**src/rtl/dst_pkg.sv**
```systemverilog
package dst_pkg;
   localparam int unsigned STATUS_W  = 8;
   localparam int unsigned FULL_BIT  = 7;
   localparam int unsigned TAG_BIT   = 6;
   localparam int unsigned SEQ_W     = 3;

   typedef enum logic [SEQ_W-1:0] {
      SEQ_IDLE  = 3'b000,
      SEQ_ONE   = 3'b001,
      SEQ_TWO   = 3'b010,
      SEQ_THREE = 3'b011,
      SEQ_FINAL = 3'b100
   } seq_state_e;

   localparam logic [SEQ_W-1:0] SEQ_LAST_LEGAL = SEQ_FINAL;
endpackage

```
**src/rtl/dst_line_counter.sv**
```systemverilog
module dst_line_counter #(
   parameter int unsigned DEPTH = 64,
   localparam int unsigned CNT_W = $clog2(DEPTH) + 1
) (
   input  logic             clk,
   input  logic             por_n,
   input  logic             sys_rst_n,
   input  logic             arm_set_i,
   input  logic             armed_i,
   input  logic             line_i,
   output logic             full_o,
   output logic [CNT_W-1:0] valid_o
);
   localparam logic [CNT_W-1:0] DEPTH_V = CNT_W'(DEPTH);

   generate
      if (DEPTH < 2) begin : g_bad_depth
         $error("dst_line_counter: DEPTH must be at least 2");
      end
   endgenerate

   logic [CNT_W-1:0] count_q;
   logic             full_q;
   logic             inc;

   assign inc = armed_i & line_i & (count_q < DEPTH_V);

   always_ff @(posedge clk or negedge por_n) begin
      if (!por_n)              count_q <= '0;
      else if (!sys_rst_n)     count_q <= '0;
      else if (arm_set_i)      count_q <= '0;
      else if (inc)            count_q <= count_q + CNT_W'(1);
   end

   // Full flag: no clear from the system reset.
   always_ff @(posedge clk or negedge por_n) begin
      if (!por_n) full_q <= 1'b0;
      else if (sys_rst_n) begin
         if (arm_set_i)                                  full_q <= 1'b0;
         else if (inc && (count_q == DEPTH_V - CNT_W'(1))) full_q <= 1'b1;
      end
   end

   generate
      if ((DEPTH & (DEPTH - 1)) == 0) begin : g_pow2
         assign valid_o = full_q ? {1'b1, {(CNT_W-1){1'b0}}} : count_q;
      end else begin : g_any
         assign valid_o = full_q ? DEPTH_V : count_q;
      end
   endgenerate

   assign full_o = full_q;

   a_r2_full_at_depth: assert property (@(posedge clk) disable iff (!por_n)
      $rose(full_q) |-> (count_q == DEPTH_V));
   a_r2_count_bounded: assert property (@(posedge clk) disable iff (!por_n)
      count_q <= DEPTH_V);
   a_r4_full_kept_sysrst: assert property (@(posedge clk) disable iff (!por_n)
      !sys_rst_n |=> $stable(full_q));
endmodule

```
**src/rtl/dst_tag_flag.sv**
```systemverilog
module dst_tag_flag (
   input  logic clk,
   input  logic por_n,
   input  logic sys_rst_n,
   input  logic arm_set_i,
   input  logic armed_i,
   input  logic hit_i,
   output logic flag_o
);
   logic flag_q;

   always_ff @(posedge clk or negedge por_n) begin
      if (!por_n)              flag_q <= 1'b0;
      else if (!sys_rst_n)     flag_q <= 1'b0;
      else if (arm_set_i)      flag_q <= 1'b0;
      else if (armed_i && hit_i) flag_q <= 1'b1;
   end

   assign flag_o = flag_q;

   a_r5_sticky: assert property (@(posedge clk) disable iff (!por_n)
      (sys_rst_n && !arm_set_i && flag_q) |=> flag_q);
   a_r6_idle_no_set: assert property (@(posedge clk) disable iff (!por_n)
      (sys_rst_n && !armed_i && !arm_set_i && !flag_q) |=> !flag_q);
endmodule

```
**src/rtl/dst_state_field.sv**
```systemverilog
module dst_state_field
   import dst_pkg::*;
#(
   parameter int unsigned STATE_W = SEQ_W
) (
   input  logic               clk,
   input  logic               por_n,
   input  logic               sys_rst_n,
   input  logic               arm_set_i,
   input  logic               armed_i,
   input  logic               step_i,
   input  logic [STATE_W-1:0] next_i,
   input  logic               trig_i,
   output logic [STATE_W-1:0] state_o
);
   generate
      if (STATE_W != SEQ_W) begin : g_bad_width
         $error("dst_state_field: STATE_W must match the sequencer code width");
      end
   endgenerate

   logic [STATE_W-1:0] state_q;
   logic               legal;

   assign legal = (next_i <= SEQ_LAST_LEGAL);

   always_ff @(posedge clk or negedge por_n) begin
      if (!por_n)                             state_q <= SEQ_IDLE;
      else if (!sys_rst_n)                    state_q <= SEQ_IDLE;
      else if (arm_set_i)                     state_q <= SEQ_ONE;
      else if (armed_i && trig_i)             state_q <= SEQ_IDLE;
      else if (armed_i && step_i && legal)    state_q <= next_i;
   end

   assign state_o = state_q;

   a_r3_arm_loads_one: assert property (@(posedge clk) disable iff (!por_n)
      (sys_rst_n && arm_set_i) |=> (state_q == SEQ_ONE));
   a_r8_trig_to_idle: assert property (@(posedge clk) disable iff (!por_n)
      (sys_rst_n && !arm_set_i && armed_i && trig_i) |=> (state_q == SEQ_IDLE));
   a_r9_hold: assert property (@(posedge clk) disable iff (!por_n)
      (sys_rst_n && !arm_set_i && !(armed_i && (trig_i || step_i))) |=> $stable(state_q));
   a_r7_never_reserved: assert property (@(posedge clk) disable iff (!por_n)
      state_q <= SEQ_LAST_LEGAL);
endmodule

```
**src/rtl/dbg_status_tracker.sv**
```systemverilog
module dbg_status_tracker
   import dst_pkg::*;
#(
   parameter int unsigned TRACE_DEPTH = 64,
   localparam int unsigned CNT_W = $clog2(TRACE_DEPTH) + 1
) (
   input  logic                clk,
   input  logic                por_n,
   input  logic                sys_rst_n,
   input  logic                arm_set,
   input  logic                arm_clr,
   input  logic                line_stored,
   input  logic                ext_tag_hit,
   input  logic                seq_step,
   input  logic [SEQ_W-1:0]    seq_state,
   input  logic                trig_end,
   output logic [STATUS_W-1:0] status_word,
   output logic                armed_o,
   output logic [CNT_W-1:0]    valid_lines
);
   generate
      if (STATUS_W <= FULL_BIT || FULL_BIT <= TAG_BIT || TAG_BIT < SEQ_W) begin : g_bad_layout
         $error("dbg_status_tracker: status word layout is inconsistent");
      end
   endgenerate

   logic             armed_q;
   logic             full;
   logic             tag;
   logic [SEQ_W-1:0] st;

   always_ff @(posedge clk or negedge por_n) begin
      if (!por_n)                                   armed_q <= 1'b0;
      else if (!sys_rst_n)                          armed_q <= 1'b0;
      else if (arm_set)                             armed_q <= 1'b1;
      else if (armed_q && (arm_clr || trig_end))    armed_q <= 1'b0;
   end

   dst_line_counter #(.DEPTH(TRACE_DEPTH)) u_lines (
      .clk(clk), .por_n(por_n), .sys_rst_n(sys_rst_n), .arm_set_i(arm_set),
      .armed_i(armed_q), .line_i(line_stored), .full_o(full), .valid_o(valid_lines)
   );

   dst_tag_flag u_tag (
      .clk(clk), .por_n(por_n), .sys_rst_n(sys_rst_n), .arm_set_i(arm_set),
      .armed_i(armed_q), .hit_i(ext_tag_hit), .flag_o(tag)
   );

   dst_state_field #(.STATE_W(SEQ_W)) u_state (
      .clk(clk), .por_n(por_n), .sys_rst_n(sys_rst_n), .arm_set_i(arm_set),
      .armed_i(armed_q), .step_i(seq_step), .next_i(seq_state),
      .trig_i(trig_end), .state_o(st)
   );

   always_comb begin
      status_word           = '0;
      status_word[FULL_BIT] = full;
      status_word[TAG_BIT]  = tag;
      status_word[SEQ_W-1:0] = st;
   end

   assign armed_o = armed_q;

   a_r3_arm_clears_flags: assert property (@(posedge clk) disable iff (!por_n)
      (sys_rst_n && arm_set) |=> (!status_word[FULL_BIT] && !status_word[TAG_BIT] && armed_o));
   a_r8_trig_disarms: assert property (@(posedge clk) disable iff (!por_n)
      (sys_rst_n && !arm_set && armed_o && trig_end) |=> !armed_o);
   a_r10_valid_full: assert property (@(posedge clk) disable iff (!por_n)
      status_word[FULL_BIT] |-> (valid_lines == CNT_W'(TRACE_DEPTH)));
endmodule

```
**config.mk**
```make
export PLATFORM = sky130hd
export DESIGN_NAME = dbg_status_tracker
export DESIGN_NICKNAME = d
export VERILOG_FILES = /design/src/rtl/dst_pkg.sv /design/src/rtl/dst_line_counter.sv /design/src/rtl/dst_tag_flag.sv /design/src/rtl/dst_state_field.sv /design/src/rtl/dbg_status_tracker.sv
export SDC_FILE = /design/constraint.sdc
export NUM_CORES = 1
export LEC_CHECK = 0
export ABC_AREA = 1
export BUFFER_PORTS_ARGS = -buffer_cell sky130_fd_sc_hd__buf_2
export CAP_MARGIN = 5
export CORE_MARGIN = 1.5
export CORE_UTILIZATION = 49
export CTS_BUF_LIST = sky130_fd_sc_hd__clkbuf_2 sky130_fd_sc_hd__clkbuf_4 sky130_fd_sc_hd__clkbuf_8
export DETAILED_ROUTE_END_ITERATION = 7
export GPL_ROUTABILITY_DRIVEN = 0
export PLACE_DENSITY = 0.8
export SLEW_MARGIN = 20
export SYNTH_ARGS = -nofsm -noshare
export SYNTH_HDL_FRONTEND = slang
export SYNTH_SLANG_ARGS = --single-unit
```
**constraint.sdc**
```tcl
create_clock -name clk -period 1.4 [get_ports clk]
set_input_delay 0.07 -clock clk [delete_from_list [all_inputs] [get_ports clk]]
set_output_delay 0.07 -clock clk [all_outputs]
set_load 0.01 [all_outputs]
```
Word level (Yosys, flattened, before mapping)
Cells that the tools add are included.
{"block": "totals", "reg_bits": 13, "out_inout_bits": 16, "elab_cells": 40}
{"block": "op_classes", "n_addsub": 1, "n_lt_le_gt_ge": 2, "n_eq_ne": 5, "mux": 16, "bitwise": 2, "n_reduce_logical": 9}
{"cell": "7-bit two-way mux", "n": 4}
{"cell": "3-bit two-way mux", "n": 4}
{"cell": "3-bit by 1-bit inequality test with 1-bit output (second input constant)", "n": 3}
{"cell": "1-bit two-way mux", "n": 8}
{"cell": "7-bit by 1-bit adder with 7-bit output (second input constant)", "n": 1}
{"cell": "7-bit by 6-bit == test with 1-bit output (second input constant)", "n": 1}
{"cell": "7-bit < comparator (second input constant)", "n": 1}
{"cell": "1-bit logical AND", "n": 6}
{"cell": "4-bit by 1-bit inequality test with 1-bit output (second input constant)", "n": 1}
{"cell": "3-bit less-or-equal comparator (second input constant)", "n": 1}
{"cell": "1-bit AND", "n": 2}
{"cell": "2-bit AND reduction", "n": 1}
{"cell": "2-bit nonzero test", "n": 1}
{"cell": "1-bit logical OR", "n": 1}

Longest topological paths before layout
{"block": "logic_depth", "word_depth": 6, "mapped_depth": 7, "depth_no_buf": 7}

By module
From an unflattened synthesis, not the netlist that was laid out.
{"block": "hier_totals", "hier_cells": 112, "area_unflattened_um2": 827.0}
{"mod": "dst_line_counter", "n_inst": 1, "cells_per_inst": 67, "area_each_um2": 499.2, "seq_area_each_um2": 200.2}
{"mod": "dst_state_field", "n_inst": 1, "cells_per_inst": 26, "area_each_um2": 188.9, "seq_area_each_um2": 75.1}
{"mod": "dbg_status_tracker", "n_inst": 1, "cells_per_inst": 13, "area_each_um2": 90.1, "seq_area_each_um2": 25.0}
{"mod": "dst_tag_flag", "n_inst": 1, "cells_per_inst": 6, "area_each_um2": 48.8, "seq_area_each_um2": 25.0}

Worst setup path after synthesis
OpenSTA, ideal clock, no wires.
{"block": "synth_timing", "path_kind": "reg2reg", "from": "reg u_lines.count_q[0]", "to": "reg u_lines.count_q[4]", "t_arrival_ps": 923, "required_ps": 1274, "slack_ps": 351, "path_stages_with_launch": 6, "path_cell_list": "dfrtp_1 ha_1 nand3_1 nor2_4 o21ai_0 a21oi_1"}
{"block": "synth_between", "elab_chain_cells": 4, "word_cells_on_any_way": 7}
{"element": "start: declaration", "line": "dst_line_counter.sv:22", "text": "logic [CNT_W-1:0] count_q;"}
{"element": "start signal: assignment", "line": "dst_line_counter.sv:32", "text": "else if (inc) count_q <= count_q + CNT_W'(1);"}
{"element": "7-bit by 1-bit adder with 7-bit output", "line": "dst_line_counter.sv:32"}
{"element": "7-bit two-way mux", "line": "dst_line_counter.sv:32"}
{"element": "7-bit two-way mux", "line": "dst_line_counter.sv:31", "text": "else if (arm_set_i) count_q <= '0;"}
{"element": "7-bit two-way mux", "line": "dst_line_counter.sv:30", "text": "else if (!sys_rst_n) count_q <= '0;"}
Several ways; a longest one is shown, not always the timed one. The select of a mux whose other input is x is not followed.
A chain may end at the register's enable or synchronous reset.

Worst setup path in the final report
{"block": "layout_timing", "from": "reg armed_q (netlist: armed_o)", "to": "reg u_state.state_q[1] (netlist: u_state.state_o[1])"}
{"block": "layout_between", "elab_chain_cells": 4, "word_cells_on_any_way": 7}
{"element": "start: declaration", "line": "dbg_status_tracker.sv:27", "text": "logic armed_q;"}
{"element": "start signal: assignment", "line": "dbg_status_tracker.sv:33", "text": "if (!por_n) armed_q <= 1'b0;"}
{"element": "start signal: assignment", "line": "dbg_status_tracker.sv:34", "text": "else if (!sys_rst_n) armed_q <= 1'b0;"}
{"element": "start signal: assignment", "line": "dbg_status_tracker.sv:35", "text": "else if (arm_set) armed_q <= 1'b1;"}
{"element": "1-bit logical AND", "line": "dst_state_field.sv:31", "text": "else if (armed_i && trig_i) state_q <= SEQ_IDLE;"}
{"element": "3-bit two-way mux", "line": "dst_state_field.sv:31"}
{"element": "3-bit two-way mux", "line": "dst_state_field.sv:30", "text": "else if (arm_set_i) state_q <= SEQ_ONE;"}
{"element": "3-bit two-way mux", "line": "dst_state_field.sv:29", "text": "else if (!sys_rst_n) state_q <= SEQ_IDLE;"}
{"element": "end signal: assignment", "line": "dst_state_field.sv:32", "text": "else if (armed_i && step_i && legal) state_q <= next_i;"}
{"element": "end: declaration", "line": "dst_state_field.sv:22", "text": "logic [STATE_W-1:0] state_q;"}
Several ways; a longest one is shown, not always the timed one.

==> metrics.txt <==
status finished clean; Area Growth Syn to Fin 20.5%; Diodes inserted 0; Nets 132; fin area 876 um^2; P per Cell Area 822 nW/um^2; GR met3 Demand/Resource 0.0261; Tcrit/Tclk final 0.814; final WL 1470 um; Max rail drop VDD 0.000550 V; sequential power share 0.540; core area 1330 um^2; CP Data Arrival Time 1.36 ns; synth unique cells 16; TritonCTS Buffers 3; antenna violations before repair 0; Seq/Total Area, Yosys 0.448; All-Layer GR Usage 0.174; Gate power share 0.107; share of the synthesized area in the top cell type 0.448; top post-synthesis cells by area dfrtp_1 45%, nand2_1 10%, nand3_1 6.9%; boundary pin count 28; Placed Area 836 um^2; first-pass GRT wire length 2280 um; met1 usage 0.225; CP Class flip-flop to flip-flop; Worst setup SP type flip-flop; Hold WC Path Type primary input to flip-flop; Setup TNS 0 ns; clk buf depth 2; top-count cell post-synth nand2_1; Port Buffers 24; maxcap violations 0; Via density 4.96; Clock transition at path regs 0.08 ns; Synth area leader dfrtp_1; Root Buffer clkbuf_4; hold buffers post-CTS 1; CTS H-tree depth 1; DRT iter0 DRCs 15; clk_lat worst skew 0.27 ns; share of cells above drive strength 1 0.288; die area 1720 um^2; Hold Violations, Final 0; switching share of power 0.249; largest net degree at the start of global routing 14; drt first pass iters 4; Setup Fix Bufs, Post-CTS 0; leak pwr 0.488 nW; Primary FF master, synth dfrtp_1; met2 Track Usage GR 0.278; CP endpoint kind flip-flop; final-report max-slew violation count 0; Max FO, Critical Path 7; # resized after CTS 0; DIE HEIGHT 41.5 um; Yosys reg bits 13; DR vias 660; Sw Pwr 0.179 mW; Int Pwr 0.541 mW; post-route ant nets 0; Die Wd 41.5 um; synthesized cell area 727 um^2; syn_area_per_cell 7.90 um^2; Rows 13; Post-DP HPWL 1140 um; warning count from the yosys run 0; power share of the clock group 0.353; initial core utilization 0.545; Synth async-reset ratio 1.00; post-layout min period 1.14 ns; RSZ-0062 raised after global routing no; fmax 877 MHz; list of most frequent post-synthesis cells 20 x nand2_1, 13 x dfrtp_1, 13 x inv_1, 10 x nand3_1, 10 x nor2_1; WL/cell 11.0 um; clk sink count 13; Post-synth EDFFs 0; Post-Syn Instances 92; grt peak-use layer met2; CP required 1.62 ns; GR Overflow Total 0; count of final setup violators 0; TritonCTS clock tree yes; drt drc 0; vias in the first global route 545; Final Skew 0.000411 ns
-- registers in the layout, summed over array words and instances (netlist names) --
signal / count
u_lines.full_o: 1
u_lines.count_q: 7
u_state.state_o: 3
armed_o: 1
u_tag.flag_o: 1
-- critical path: stages (launching register included) --
cell	delay [ns]
dfrtp_1	0.52
nand3_1	0.24
nor2_1	0.19
nand2_1	0.08
nand2_1	0.06
-- layout by cell type, fill, tap and decap left out --
cell,instances
nand2_1,20
nand3_4,1
nor2_2,1
clkbuf_4,4
inv_1,13
dfrtp_1,13
a21oi_1,5
o21ai_0,6
dlygate4sd3_1,1
buf_2,24
nand3_1,10
a21boi_1,1
nand3_2,1
conb_1,3
ha_1,1
nor2_4,3
nand4_1,1
nor2_1,10
-- layout make-up --
class | instances | area [um^2]
clock buffer | 4 | 30.0
fill | 113 | 458
inverter | 13 | 48.8
multi-input combinational | 63 | 323
sequential | 13 | 325
tap | 15 | 18.8
timing repair buffer | 25 | 130
-- through the flow --
| step | power (mW) | worst slack, ns | util | std cells | hold slack, ns |
|---|---|---|---|---|---|
| after floorplan | 0.438 | 0.351 | - | 94 | -0.226 |
| after global placement | 0.469 | 0.332 | 0.627 | 128 | -0.0328 |
| after detailed placement | 0.471 | 0.301 | 0.627 | 128 | -0.0274 |
| after CTS | 0.727 | 0.246 | 0.657 | 133 | 0.00218 |
| after global routing | 0.745 | 0.183 | 0.657 | 133 | 0.00913 |
| final | 0.720 | 0.260 | 0.657 | 133 | 0.00988 |
-- power groups by stage --
stage	Clock (mW)	Combinational, mW	Sequential (mW)
floorplan	0	0.0400	0.398
global placement	0	0.0736	0.396
detailed placement	0	0.0747	0.396
CTS	0.261	0.0774	0.389
global route	0.270	0.0862	0.390
finish	0.254	0.0771	0.389
-- per-layer routing --
metal / vias to the layer above / wire, um / share of wire
met5: - / 0 / 0
met4: 0 / 24 / 0.016
met3: 4 / 79 / 0.054
met2: 28 / 710 / 0.48
met1: 292 / 652 / 0.44
li1: 336 / - / -
-- path summary, 6_finish.rpt --
path                         startpoint                  to  slack (ns)  cells past startpoint
max                             armed_o  u_state.state_o[1]        0.26                      4
min                        seq_state[2]  u_state.state_o[2]        0.01                      3
max reg2reg                     armed_o  u_state.state_o[1]        0.26                      4
min reg2reg                u_tag.flag_o        u_tag.flag_o        0.50                      2
max in group asynchronous         por_n  u_lines.count_q[5]        0.97                      2
min in group asynchronous         por_n  u_lines.count_q[1]        0.20                      2
-- cell families after synthesis --
kind of cell / synth area share
buffers and inverters: 0.119
flip-flops: 0.448
adder cells (fa/ha/maj): 0.0172
other: 0.00516
AO/OA/AOI/OAI: 0.0861
AND/OR/NAND/NOR: 0.325
No activity file was read; power rests on OpenSTA's default activity.
